[config.mk]
export PLATFORM = sky130hd
export DESIGN_NAME = bw_traffic_gen
export DESIGN_NICKNAME = d
export VERILOG_FILES = /design/src/rtl/tg_pkg.sv /design/src/rtl/tg_lfsr.sv /design/src/rtl/tg_win_mask.sv /design/src/rtl/tg_addr_gen.sv /design/src/rtl/bw_traffic_gen.sv
export SDC_FILE = /design/constraint.sdc
export NUM_CORES = 1
export LEC_CHECK = 0
export BUFFER_PORTS_ARGS = -buffer_cell sky130_fd_sc_hd__buf_2
export CORE_MARGIN = 5
export CORE_UTILIZATION = 25
export DETAILED_ROUTE_END_ITERATION = 6
export PLACE_DENSITY = 0.41
export SLEW_MARGIN = 20
export SYNTH_ARGS = -nofsm -noshare
export SYNTH_HDL_FRONTEND = slang
export SYNTH_SLANG_ARGS = --single-unit
[constraint.sdc]
create_clock -name clk -period 20.7 [get_ports clk]
set_input_delay 2.07 -clock clk [delete_from_list [all_inputs] [get_ports clk]]
set_output_delay 2.07 -clock clk [all_outputs]
set_load 0.05 [all_outputs]
[src/rtl/tg_pkg.sv]
`timescale 1ns/1ps
package tg_pkg;
  typedef enum logic {TG_IDLE = 1'b0, TG_RUN = 1'b1} tg_state_e;
  localparam int unsigned TG_LFSR_W = 16;
  localparam logic [TG_LFSR_W-1:0] TG_SEED = 16'hBEEF;
  // feedback taps at bits 15, 13, 12, 10
  localparam logic [TG_LFSR_W-1:0] TG_TAPS = 16'hB400;
endpackage

[src/rtl/tg_lfsr.sv]
`timescale 1ns/1ps
module tg_lfsr #(
  parameter int unsigned W = tg_pkg::TG_LFSR_W,
  parameter logic [W-1:0] SEED = tg_pkg::TG_SEED,
  parameter logic [W-1:0] TAPS = tg_pkg::TG_TAPS
) (
  input  logic         clk,
  input  logic         rst_n,
  input  logic         load,
  input  logic         step,
  output logic [W-1:0] state
);
  logic fb;
  assign fb = ^(state & TAPS);

  always_ff @(posedge clk) begin
    if (!rst_n || load) state <= SEED;
    else if (step)      state <= {state[W-2:0], fb};
  end


  lfsr_nonzero_chk: assert property (@(posedge clk) disable iff (!rst_n)
    state != '0);
endmodule

[src/rtl/tg_win_mask.sv]
`timescale 1ns/1ps
module tg_win_mask #(
  parameter int unsigned LEN_W = 32,
  parameter int unsigned W     = tg_pkg::TG_LFSR_W
) (
  input  logic [LEN_W-1:0] len,
  output logic [W-1:0]     mask
);
  localparam logic [LEN_W:0] ONE = (LEN_W+1)'(1);

  always_comb begin
    int unsigned sh;
    sh = 0;
    for (int i = 1; i <= int'(W); i++) begin
      if ({1'b0, len} < (ONE << i)) sh = sh + 1;
    end
    mask = {W{1'b1}} >> sh;
  end
endmodule

[src/rtl/tg_addr_gen.sv]
`timescale 1ns/1ps
module tg_addr_gen #(
  parameter int unsigned LEN_W  = 32,
  parameter int unsigned ADDR_W = 32,
  parameter int unsigned W      = tg_pkg::TG_LFSR_W
) (
  input  logic              clk,
  input  logic              rst_n,
  input  logic              clear,
  input  logic              advance,
  input  logic              rand_mode,
  input  logic [W-1:0]      mask,
  output logic [LEN_W-1:0]  idx,
  output logic [ADDR_W-1:0] addr
);
  logic [W-1:0] lfsr_q;

  tg_lfsr #(.W(W)) u_lfsr (
    .clk   (clk),
    .rst_n (rst_n),
    .load  (clear),
    .step  (advance && !clear),
    .state (lfsr_q)
  );

  always_ff @(posedge clk) begin
    if (!rst_n || clear) idx <= '0;
    else if (advance)    idx <= idx + LEN_W'(1);
  end

  assign addr = rand_mode ? ADDR_W'(lfsr_q & mask) : ADDR_W'(idx);


  rand_win_chk: assert property (@(posedge clk) disable iff (!rst_n)
    rand_mode |-> ((addr & ~ADDR_W'(mask)) == '0));

  idx_step_chk: assert property (@(posedge clk) disable iff (!rst_n)
    (advance && !clear) |=> (idx == $past(idx) + LEN_W'(1)));
endmodule

[src/rtl/bw_traffic_gen.sv]
`timescale 1ns/1ps
module bw_traffic_gen #(
  parameter int unsigned LEN_W     = 32,
  parameter int unsigned ADDR_W    = 32,
  parameter int unsigned DATA_W    = 32,
  parameter int unsigned ACK_W     = 8,
  parameter int unsigned MAX_OUTST = 50
) (
  input  logic              clk,
  input  logic              rst_n,
  input  logic              start,
  input  logic [LEN_W-1:0]  cfg_len,
  input  logic              cfg_read,
  input  logic              cfg_write,
  input  logic              cfg_random,
  output logic              done,
  output logic              ra_valid,
  input  logic              ra_ready,
  output logic [ADDR_W-1:0] ra_addr,
  input  logic              rd_valid,
  output logic              rd_ready,
  input  logic [DATA_W-1:0] rd_data,
  output logic              wa_valid,
  input  logic              wa_ready,
  output logic [ADDR_W-1:0] wa_addr,
  output logic              wd_valid,
  input  logic              wd_ready,
  output logic [DATA_W-1:0] wd_data,
  input  logic              wr_valid,
  output logic              wr_ready,
  input  logic [ACK_W-1:0]  wr_count
);
  import tg_pkg::*;
  localparam int unsigned LW = TG_LFSR_W;
  localparam int unsigned NDIR = 2;   // 0: read, 1: write

  tg_state_e        state;
  logic [LEN_W-1:0] len_q;
  logic             rd_en, wr_en, rand_en;
  logic [LEN_W-1:0] rd_resp_cnt, rd_resp_nxt;
  logic [LEN_W:0]   wr_ack_cnt, wr_ack_nxt;
  logic [LW-1:0]    mask;
  logic             busy, start_ok, no_work, finish;
  logic             ra_fire, rd_fire, wr_go, ack_fire;
  logic [NDIR-1:0]  adv;
  logic [LEN_W-1:0] idx  [NDIR];
  logic [ADDR_W-1:0] addr [NDIR];

  assign busy     = (state == TG_RUN);
  assign start_ok = start && !busy;
  assign no_work  = (!cfg_read && !cfg_write) || (cfg_len == '0);

  tg_win_mask #(.LEN_W(LEN_W), .W(LW)) u_mask (.len(len_q), .mask(mask));

  generate
    for (genvar d = 0; d < int'(NDIR); d++) begin : g_dir
      tg_addr_gen #(.LEN_W(LEN_W), .ADDR_W(ADDR_W), .W(LW)) u_gen (
        .clk       (clk),
        .rst_n     (rst_n),
        .clear     (start_ok),
        .advance   (adv[d]),
        .rand_mode (rand_en),
        .mask      (mask),
        .idx       (idx[d]),
        .addr      (addr[d])
      );
    end
  endgenerate

  // read request side: bounded by n and by reads in flight
  assign ra_valid = busy && rd_en && (idx[0] < len_q) &&
                    ({1'b0, idx[0]} < {1'b0, rd_resp_cnt} + (LEN_W+1)'(MAX_OUTST));
  assign ra_addr  = addr[0];
  assign ra_fire  = ra_valid && ra_ready;

  // read data side: in copy mode only when the write pair can move
  assign rd_ready = busy && rd_en && (!wr_en || (wa_ready && wd_ready));
  assign rd_fire  = rd_valid && rd_ready;

  // write pair
  assign wr_go    = busy && wr_en && wa_ready && wd_ready &&
                    (rd_en ? rd_valid : (idx[1] < len_q));
  assign wa_valid = wr_go;
  assign wd_valid = wr_go;
  assign wa_addr  = addr[1];
  assign wd_data  = rd_en ? rd_data : DATA_W'(idx[1]);

  assign adv = {wr_go, ra_fire};

  // acknowledge side
  assign wr_ready = busy && wr_en;
  assign ack_fire = wr_valid && wr_ready;

  assign rd_resp_nxt = rd_resp_cnt + LEN_W'(rd_fire);
  assign wr_ack_nxt  = wr_ack_cnt +
                       (ack_fire ? ((LEN_W+1)'(wr_count) + (LEN_W+1)'(1)) : '0);
  assign finish = busy && (wr_en ? (wr_ack_nxt >= {1'b0, len_q})
                                 : (rd_resp_nxt >= len_q));

  always_ff @(posedge clk) begin
    if (!rst_n) begin
      state       <= TG_IDLE;
      len_q       <= '0;
      rd_en       <= 1'b0;
      wr_en       <= 1'b0;
      rand_en     <= 1'b0;
      done        <= 1'b0;
      rd_resp_cnt <= '0;
      wr_ack_cnt  <= '0;
    end else if (start_ok) begin
      len_q       <= cfg_len;
      rd_en       <= cfg_read;
      wr_en       <= cfg_write;
      rand_en     <= cfg_random;
      rd_resp_cnt <= '0;
      wr_ack_cnt  <= '0;
      done        <= no_work;
      state       <= no_work ? TG_IDLE : TG_RUN;
    end else if (busy) begin
      rd_resp_cnt <= rd_resp_nxt;
      wr_ack_cnt  <= wr_ack_nxt;
      if (finish) begin
        state <= TG_IDLE;
        done  <= 1'b1;
      end
    end
  end


  rd_outst_cap_chk: assert property (@(posedge clk) disable iff (!rst_n)
    busy |-> (({1'b0, idx[0]} - {1'b0, rd_resp_cnt}) <= (LEN_W+1)'(MAX_OUTST)));

  wr_pair_chk: assert property (@(posedge clk) disable iff (!rst_n)
    (wa_valid || wd_valid) |-> (wa_valid && wd_valid && wa_ready && wd_ready));

  copy_couple_chk: assert property (@(posedge clk) disable iff (!rst_n)
    (busy && wr_en && rd_valid && rd_ready) |-> (wa_valid && wd_valid && wd_data == rd_data));

  idle_quiet_chk: assert property (@(posedge clk) disable iff (!rst_n)
    !busy |-> !(ra_valid || rd_ready || wa_valid || wr_ready));

  done_hold_chk: assert property (@(posedge clk) disable iff (!rst_n)
    (!busy && done && !start) |=> done);

  ack_credit_chk: assert property (@(posedge clk) disable iff (!rst_n)
    (busy && !finish && wr_valid && wr_ready) |=>
      (wr_ack_cnt == $past(wr_ack_cnt) + (LEN_W+1)'($past(wr_count)) + (LEN_W+1)'(1)));
endmodule

After elaboration in Yosys (flattened, before gate mapping)
Cells that the tools add are included.
{"block": "totals", "latchBits": 0, "ramBits": 0, "register_bits": 198, "word_cells": 120, "out_inout_bits": 102, "romBits": 0, "n_memories": 0}
{"block": "op_classes", "div": 0, "n_mux": 29, "shift": 1, "n_eq_ne": 0, "n_bitwise": 3, "n_reduce_logical": 33, "magnitude_cmp": 21, "add_sub_neg": 21, "multipliers": 0}
{"cell": "32-bit 2-to-1 mux", "n": 18}
{"cell": "32-bit by 1-bit adder with 32-bit output (second input constant)", "n": 16}
{"cell": "32-bit less-than comparator", "n": 2}
{"cell": "32-bit by 6-bit adder with 33-bit output (second input constant)", "n": 1}
{"cell": "33-bit by 9-bit adder with 33-bit output", "n": 1}
{"cell": "33-bit by 32-bit >= comparator with 1-bit output", "n": 1}
{"cell": "32-bit by 33-bit less-than comparator with 1-bit output", "n": 1}
{"cell": "32-bit by 1-bit adder with 32-bit output", "n": 1}
{"cell": "16-bit bitwise AND", "n": 2}
{"cell": "32-bit >= comparator", "n": 1}
{"cell": "32-bit zero test", "n": 1}
{"cell": "32-bit by 10-bit less-than comparator with 1-bit output (second input constant)", "n": 1}
{"cell": "32-bit by 11-bit less-than comparator with 1-bit output (second input constant)", "n": 1}
{"cell": "32-bit by 12-bit less-than comparator with 1-bit output (second input constant)", "n": 1}
{"cell": "32-bit by 13-bit less-than comparator with 1-bit output (second input constant)", "n": 1}
{"cell": "32-bit by 14-bit less-than comparator with 1-bit output (second input constant)", "n": 1}
{"cell": "32-bit by 15-bit less-than comparator with 1-bit output (second input constant)", "n": 1}
{"cell": "32-bit by 16-bit less-than comparator with 1-bit output (second input constant)", "n": 1}
{"cell": "32-bit by 17-bit less-than comparator with 1-bit output (second input constant)", "n": 1}
{"cell": "32-bit by 2-bit less-than comparator with 1-bit output (second input constant)", "n": 1}
{"cell": "32-bit by 3-bit less-than comparator with 1-bit output (second input constant)", "n": 1}
{"cell": "32-bit by 4-bit less-than comparator with 1-bit output (second input constant)", "n": 1}
{"cell": "32-bit by 5-bit less-than comparator with 1-bit output (second input constant)", "n": 1}
{"cell": "32-bit by 6-bit less-than comparator with 1-bit output (second input constant)", "n": 1}
{"cell": "16 further kinds", "n": 50}

Logic depth before layout (Yosys ltp)
{"block": "logic_depth", "word_depth": 35, "depth_mapped": 49, "depth_no_buf": 47}

By module
Synthesis repeated with hierarchy kept, for this count alone.
{"block": "hier_totals", "cells_unflattened": 2205, "hier_area_um2": 17355.4}
{"mod": "bw_traffic_gen", "instances": 1, "area_each_um2": 9938.3, "cells_each": 1250, "seq_area_each_um2": 2042.0}
{"mod": "tg_addr_gen", "instances": 2, "area_each_um2": 1883.1, "cells_each": 249, "seq_area_each_um2": 640.6}
{"mod": "tg_win_mask", "instances": 1, "area_each_um2": 2409.8, "cells_each": 345, "seq_area_each_um2": 0.0}
{"mod": "tg_lfsr", "instances": 2, "area_each_um2": 620.6, "cells_each": 56, "seq_area_each_um2": 320.3}

Worst setup path after synthesis
OpenSTA, ideal clock, no wires.
{"block": "synth_timing", "path_kind": "reg-to-output", "from": "reg len_q[26]", "to": "out wa_addr[11]", "stages_incl_launch_ff": 47, "path_buffers": 3, "path_slack_ps": 8920, "arrival_time_ps": 9710, "required_ps": 18630, "cell_sequence": "dfxtp_1 nor4_4 nand4_1 buf_2 nor2_1 nand4_1 nor2_1 ha_1 buf_2 clkinv_1 xnor2_1 ha_1 and3_1 and2_1 ha_1 nand2_1 nor3_1 ha_1 [... 11 more ...] ha_1 and3_1 ha_1 nand2_1 inv_1 ha_1 and2_1 ha_1 and3_1 xnor2_1 xnor2_1 or3_1 o32ai_1 a21oi_1 a211oi_2 o211ai_2 buf_6 o22ai_1"}
{"block": "synth_between", "elab_chain_len": 35, "elab_cells_between_ends": 50}
{"item": "start, declared", "line": "bw_traffic_gen.sv:38", "text": "logic [LEN_W-1:0] len_q;"}
{"item": "start signal, assigned", "line": "bw_traffic_gen.sv:111", "text": "len_q <= cfg_len;"}
{"item": "32-bit by 2-bit less-than comparator with 1-bit output", "line": "tg_win_mask.sv:15", "text": "if ({1'b0, len} < (ONE << i)) sh = sh + 1;"}
{"item": "1-bit 2-to-1 mux", "line": "tg_win_mask.sv:15"}
{"item": "1-bit by 1-bit adder with 2-bit output", "line": "tg_win_mask.sv:15"}
{"item": "32-bit 2-to-1 mux", "line": "tg_win_mask.sv:15"}
{"item": "32-bit by 1-bit adder with 32-bit output", "line": "tg_win_mask.sv:15"}
{"item": "32-bit 2-to-1 mux", "line": "tg_win_mask.sv:15"}
{"item": "32-bit by 1-bit adder with 32-bit output", "line": "tg_win_mask.sv:15"}
{"item": "32-bit 2-to-1 mux", "line": "tg_win_mask.sv:15"}
{"item": "[... 19 more ...]"}
{"item": "32-bit 2-to-1 mux", "line": "tg_win_mask.sv:15"}
{"item": "32-bit by 1-bit adder with 32-bit output", "line": "tg_win_mask.sv:15"}
{"item": "32-bit 2-to-1 mux", "line": "tg_win_mask.sv:15"}
{"item": "32-bit by 1-bit adder with 32-bit output", "line": "tg_win_mask.sv:15"}
{"item": "32-bit 2-to-1 mux *", "line": "tg_win_mask.sv:15"}
{"item": "16-bit by 32-bit >> shifter with 16-bit output *", "line": "tg_win_mask.sv:17", "text": "mask = {W{1'b1}} >> sh;"}
{"item": "16-bit bitwise AND *", "line": "tg_addr_gen.sv:31", "text": "assign addr = rand_mode ? ADDR_W'(lfsr_q & mask) : ADDR_W'(idx);"}
{"item": "32-bit 2-to-1 mux *", "line": "tg_addr_gen.sv:31"}
{"item": "end, declared", "line": "bw_traffic_gen.sv:25", "text": "output logic [ADDR_W-1:0] wa_addr,"}
Mark *: on every way between the ends. The rest lies on a longest branch, timed or not.

Worst setup path after layout
{"block": "layout_timing", "from": "reg len_q[23]", "to": "out ra_addr[10]"}
{"block": "layout_between", "elab_chain_len": 35, "elab_cells_between_ends": 50}
{"item": "32-bit by 2-bit less-than comparator with 1-bit output", "line": "tg_win_mask.sv:15"}
{"item": "1-bit 2-to-1 mux", "line": "tg_win_mask.sv:15"}
{"item": "1-bit by 1-bit adder with 2-bit output", "line": "tg_win_mask.sv:15"}
{"item": "32-bit 2-to-1 mux", "line": "tg_win_mask.sv:15"}
{"item": "32-bit by 1-bit adder with 32-bit output", "line": "tg_win_mask.sv:15"}
{"item": "32-bit 2-to-1 mux", "line": "tg_win_mask.sv:15"}
{"item": "32-bit by 1-bit adder with 32-bit output", "line": "tg_win_mask.sv:15"}
{"item": "32-bit 2-to-1 mux", "line": "tg_win_mask.sv:15"}
{"item": "[... 19 more ...]"}
{"item": "32-bit 2-to-1 mux", "line": "tg_win_mask.sv:15"}
{"item": "32-bit by 1-bit adder with 32-bit output", "line": "tg_win_mask.sv:15"}
{"item": "32-bit 2-to-1 mux", "line": "tg_win_mask.sv:15"}
{"item": "32-bit by 1-bit adder with 32-bit output", "line": "tg_win_mask.sv:15"}
{"item": "32-bit 2-to-1 mux *", "line": "tg_win_mask.sv:15"}
{"item": "16-bit by 32-bit >> shifter with 16-bit output *", "line": "tg_win_mask.sv:17"}
{"item": "16-bit bitwise AND *", "line": "tg_addr_gen.sv:31"}
{"item": "32-bit 2-to-1 mux *", "line": "tg_addr_gen.sv:31"}
{"item": "end, declared", "line": "bw_traffic_gen.sv:19", "text": "output logic [ADDR_W-1:0] ra_addr,"}
Marks and branches as above.

==> flow_results.xml <==
<?xml version="1.0" encoding="UTF-8"?>
<metrics>
  <group name="layout">
    <metric name="synthToLayoutAreaGrowth" unit="%">13.7</metric>
    <metric name="drive_above_1_share" unit="%">13.4</metric>
    <metric name="multiInputGateArea" unit="um^2">12100</metric>
    <metric name="fillCellCount" unit="">7258</metric>
    <metric name="nets" unit="">2535</metric>
    <metric name="ff_latch_area" unit="um^2">3970</metric>
  </group>
  <group name="synth">
    <metric name="synth_simple_gate_area_share" unit="%">25.1</metric>
    <metric name="synth-seq-cells" unit="">198</metric>
    <metric name="synth-edff-count" unit="">0</metric>
    <metric name="synthTopCellsByCount" unit="">sky130_fd_sc_hd__nand2_1 (256), sky130_fd_sc_hd__dfxtp_1 (198), sky130_fd_sc_hd__nor2_1 (198)</metric>
    <metric name="ys.warnings.count" unit="">0</metric>
    <metric name="synth_most_common_cell" unit="">sky130_fd_sc_hd__nand2_1</metric>
    <metric name="synth_adder_area_share" unit="%">14.0</metric>
    <metric name="compound_cell_area_share_of_the_yosys_netlist" unit="%">15.9</metric>
    <metric name="synth.lib_cells_used.distinct" unit="">88</metric>
    <metric name="synth.top_cells.by_area" unit="">sky130_fd_sc_hd__dfxtp_1 (23%), sky130_fd_sc_hd__ha_1 (14%), sky130_fd_sc_hd__xnor2_1 (6.3%)</metric>
    <metric name="combinational_family_with_the_most_area_after_synthesis" unit="">simple AND/OR/NAND/NOR gates</metric>
    <metric name="ys.flop_type" unit="">sky130_fd_sc_hd__dfxtp_1</metric>
    <metric name="async_flop_share" unit="%">0</metric>
    <metric name="gate_count_post_synth" unit="">2158</metric>
    <metric name="postSynthNetCount" unit="">2428</metric>
    <metric name="synthMuxAreaShare" unit="%">4.01</metric>
    <metric name="synth-xor-area-share" unit="%">12.6</metric>
    <metric name="syn-cell-area" unit="um^2">16900</metric>
    <metric name="synth_largest_type_area_fraction" unit="%">23.4</metric>
    <metric name="syn-mean-instance-area" unit="um^2">7.85</metric>
    <metric name="synth.yosys.seq_area_share" unit="%">23.4</metric>
    <metric name="synth_largest_area_cell" unit="">sky130_fd_sc_hd__dfxtp_1</metric>
  </group>
  <group name="critical_path">
    <metric name="cp_data_arrival_time" unit="ns">11.67</metric>
    <metric name="critical-path-max-stage-delay" unit="ns">0.68</metric>
    <metric name="timing.critical_path.from_type" unit="">flip-flop</metric>
    <metric name="worst-path-buf-inv" unit="">6</metric>
    <metric name="cp-startpoint" unit="">len_q[23]</metric>
    <metric name="setup.worst_path.class" unit="">reg -&gt; out</metric>
    <metric name="worstReg2RegEnd" unit="">done</metric>
    <metric name="required" unit="ns">18.63</metric>
    <metric name="critPathSlowestCell" unit="">sky130_fd_sc_hd__nand4_1</metric>
    <metric name="r2r_cells" unit="">27</metric>
    <metric name="crit_top_cell" unit="">sky130_fd_sc_hd__ha_1</metric>
    <metric name="worst_path_dominant_cell_family" unit="">simple AND/OR/NAND/NOR gates</metric>
    <metric name="timing.reg2reg.setup_slack" unit="ns">14.47</metric>
    <metric name="endpoint_kind" unit="">primary output</metric>
    <metric name="worst_r2r_startpoint" unit="">wr_en</metric>
    <metric name="worstPathMaxFanout" unit="">32</metric>
  </group>
  <group name="place">
    <metric name="routabilityCongestion" unit="">0.856</metric>
    <metric name="port_buffers" unit="">184</metric>
    <metric name="place.detailed.hpwl" unit="mm">45.6</metric>
    <metric name="dp_slack" unit="ns">7.45</metric>
  </group>
  <group name="global_route">
    <metric name="wire_length_of_the_first_global_routing_pass" unit="mm">90.6</metric>
    <metric name="grt_overflow" unit="">0</metric>
    <metric name="initial_antenna_violation_count" unit="">2</metric>
    <metric name="grt_start_max_net_pins" unit="">83</metric>
    <metric name="groute.usage.overall" unit="%">15.8</metric>
    <metric name="number_of_global_route_vias_before_repair" unit="">15200</metric>
  </group>
  <group name="routing">
    <metric name="ant_nets" unit="">0</metric>
    <metric name="drcViolationCount" unit="">0</metric>
    <metric name="detailroute.via_count" unit="">15400</metric>
    <metric name="detailedRoute.firstPassIterationCount" unit="">5</metric>
    <metric name="via_per_inst" unit="">4.87</metric>
    <metric name="routed_wire_length_per_instance" unit="um">18.8</metric>
    <metric name="routed_wl" unit="mm">59.2</metric>
    <metric name="first_iter_violations" unit="">832</metric>
  </group>
  <group name="power_and_ir_drop">
    <metric name="power_per_cell_area" unit="nW/um^2">51.9</metric>
    <metric name="power_leakage" unit="nW">8.37</metric>
    <metric name="peakVddDrop" unit="mV">0.0655</metric>
  </group>
  <group name="clock_network">
    <metric name="clk_pin_slew" unit="ns">0.08</metric>
    <metric name="numClockSinks" unit="">198</metric>
    <metric name="cts_tree" unit="">done</metric>
    <metric name="insertion_delay" unit="ns">0.50</metric>
    <metric name="cts-resized-gates" unit="">0</metric>
    <metric name="htree_levels" unit="">4</metric>
    <metric name="postCtsSetupBuffers" unit="">0</metric>
    <metric name="cts_inserted_buffers" unit="">17</metric>
    <metric name="cts_hold_repair.buffers" unit="">0</metric>
    <metric name="root_buffer" unit="">sky130_fd_sc_hd__clkbuf_16</metric>
    <metric name="cts-root-to-sink-buffers" unit="">2</metric>
  </group>
  <group name="timing">
    <metric name="layout_worst_path_cycle_share" unit="%">66.4</metric>
    <metric name="relSlewSlack" unit="%">30.1</metric>
    <metric name="finClkSkew" unit="ns">0.0140</metric>
    <metric name="worstMarginPinSlew" unit="ns">1.05</metric>
    <metric name="min_period" unit="ns">13.74</metric>
    <metric name="rsz_0062_raised_after_global_routing" unit="">false</metric>
    <metric name="post-route-worst-setup-slack" unit="ns">6.96</metric>
    <metric name="setup_viol" unit="">0</metric>
    <metric name="tns" unit="ns">0</metric>
    <metric name="count_of_final_max_slew_check_failures" unit="">0</metric>
    <metric name="final_hold_viol_count" unit="">0</metric>
    <metric name="achievable-frequency" unit="GHz">0.0728</metric>
    <metric name="worst_hold_slack" unit="ns">0.484</metric>
  </group>
  <group name="outcome">
    <metric name="status" unit="">finished, final reports clean</metric>
  </group>
  <group name="die">
    <metric name="fp.coreArea" unit="um^2">67200</metric>
    <metric name="ioPinCount" unit="">185</metric>
    <metric name="rows" unit="">95</metric>
    <metric name="initial_utilization" unit="%">25.2</metric>
    <metric name="floorplan.die_area" unit="um^2">73000</metric>
    <metric name="chipHeight" unit="um">270</metric>
    <metric name="die_w" unit="um">270</metric>
  </group>
  <group name="hold_path">
    <metric name="worstHoldPathType" unit="">reg -&gt; reg</metric>
    <metric name="worstHoldEndpoint" unit="">len_q[19]</metric>
    <metric name="hp-start" unit="">len_q[19]</metric>
    <metric name="whs_path_depth" unit="">2</metric>
  </group>
  <group name="run">
    <metric name="timing.max_cap.violations" unit="">0</metric>
  </group>
</metrics>
[layer usage]
metal	wire (um)	global-route usage (%)	up-vias
li1	-	-	7774
met1	27000	19.9	7283
met2	28800	27.9	243
met3	1990	2.66	59
met4	1480	4.69	4
met5	27	0	-
[worst min-delay path, cell delays in order, from the launching register on]
cell and delay [ns]:
sky130_fd_sc_hd__dfxtp_1 0.33, sky130_fd_sc_hd__nand2_1 0.05, sky130_fd_sc_hd__a21boi_0 0.06
[registers in the layout (all words and copies together), names as in the netlist]
signal and flops:
g_dir.u_gen.idx 64, wr_en 1, rand_en 1, len_q 32
rd_resp_cnt 32, busy 1, rd_en 1, g_dir.u_gen.u_lfsr.state 32
wr_ack_cnt 33, done 1
[worst max path at each step]
| stage | endpoint | slack (ns) | cells past startpoint |
|---|---|---|---|
| after floorplan | wa_addr[11] | 8.92 | 46 |
| after global placement | ra_addr[10] | 7.62 | 45 |
| after detailed placement | wa_addr[2] | 7.45 | 45 |
| after CTS | wa_addr[2] | 6.85 | 45 |
| after global routing | wa_addr[6] | 5.99 | 45 |
| final | ra_addr[10] | 6.96 | 45 |
[metrics by stage]
stage	total power, mW	util [%]	std cells	instance area [um^2]
after floorplan	0.567	-	2158	16900
after global routing	1.05	28.7	3151	19200
after detailed placement	0.648	27.7	3119	18600
after global placement	0.647	27.7	3119	18600
after CTS	1.02	28.7	3151	19200
final	0.998	28.7	3152	19200
[kinds of logic (layout without fill, tap and decap cells)]
group / count (synthesis) / in the layout
simple gates: 861 / 861
compound gates: 393 / 393
xor+xnor: 238 / 238
buf+inv: 215 / 335
flops: 198 / 198
fa+ha+maj: 189 / 189
mux: 64 / 64
other cells: 0 / 1
[final cells by class]
type | count | area share [%]
Multi-Input combinational cell | 1745 | 63.1
Clock buffer | 17 | 2.21
Clock inverter | 15 | 0.995
Antenna cell | 1 | 0.0130
Sequential cell | 198 | 20.6
Inverter | 105 | 2.05
Tap cell | 873 | 5.67
Timing Repair Buffer | 198 | 5.33
[layout by cell type, fill, tap and decap left out, types with 29 or more instances in the layout]
master	count
sky130_fd_sc_hd__o21ai_0	76
sky130_fd_sc_hd__nand2_1	255
sky130_fd_sc_hd__nand4_1	74
sky130_fd_sc_hd__buf_2	184
sky130_fd_sc_hd__nor2b_1	47
sky130_fd_sc_hd__a21oi_1	84
sky130_fd_sc_hd__nand3_1	71
sky130_fd_sc_hd__nor4_1	29
sky130_fd_sc_hd__a21boi_0	37
sky130_fd_sc_hd__xnor2_1	122
sky130_fd_sc_hd__nor2_1	198
sky130_fd_sc_hd__and3_1	43
sky130_fd_sc_hd__dfxtp_1	195
sky130_fd_sc_hd__ha_1	186
sky130_fd_sc_hd__or3_1	30
sky130_fd_sc_hd__xor2_1	111
sky130_fd_sc_hd__inv_1	104
sky130_fd_sc_hd__a21o_1	66
sky130_fd_sc_hd__mux2i_1	45
[where the power goes]
part / switching (mW) / internal [mW] / total (mW)
Clock: 0.195 / 0.166 / 0.362
Sequential: 0.00900 / 0.387 / 0.396
Combinational: 0.168 / 0.0725 / 0.240
No activity file was read; power rests on OpenSTA's default activity.
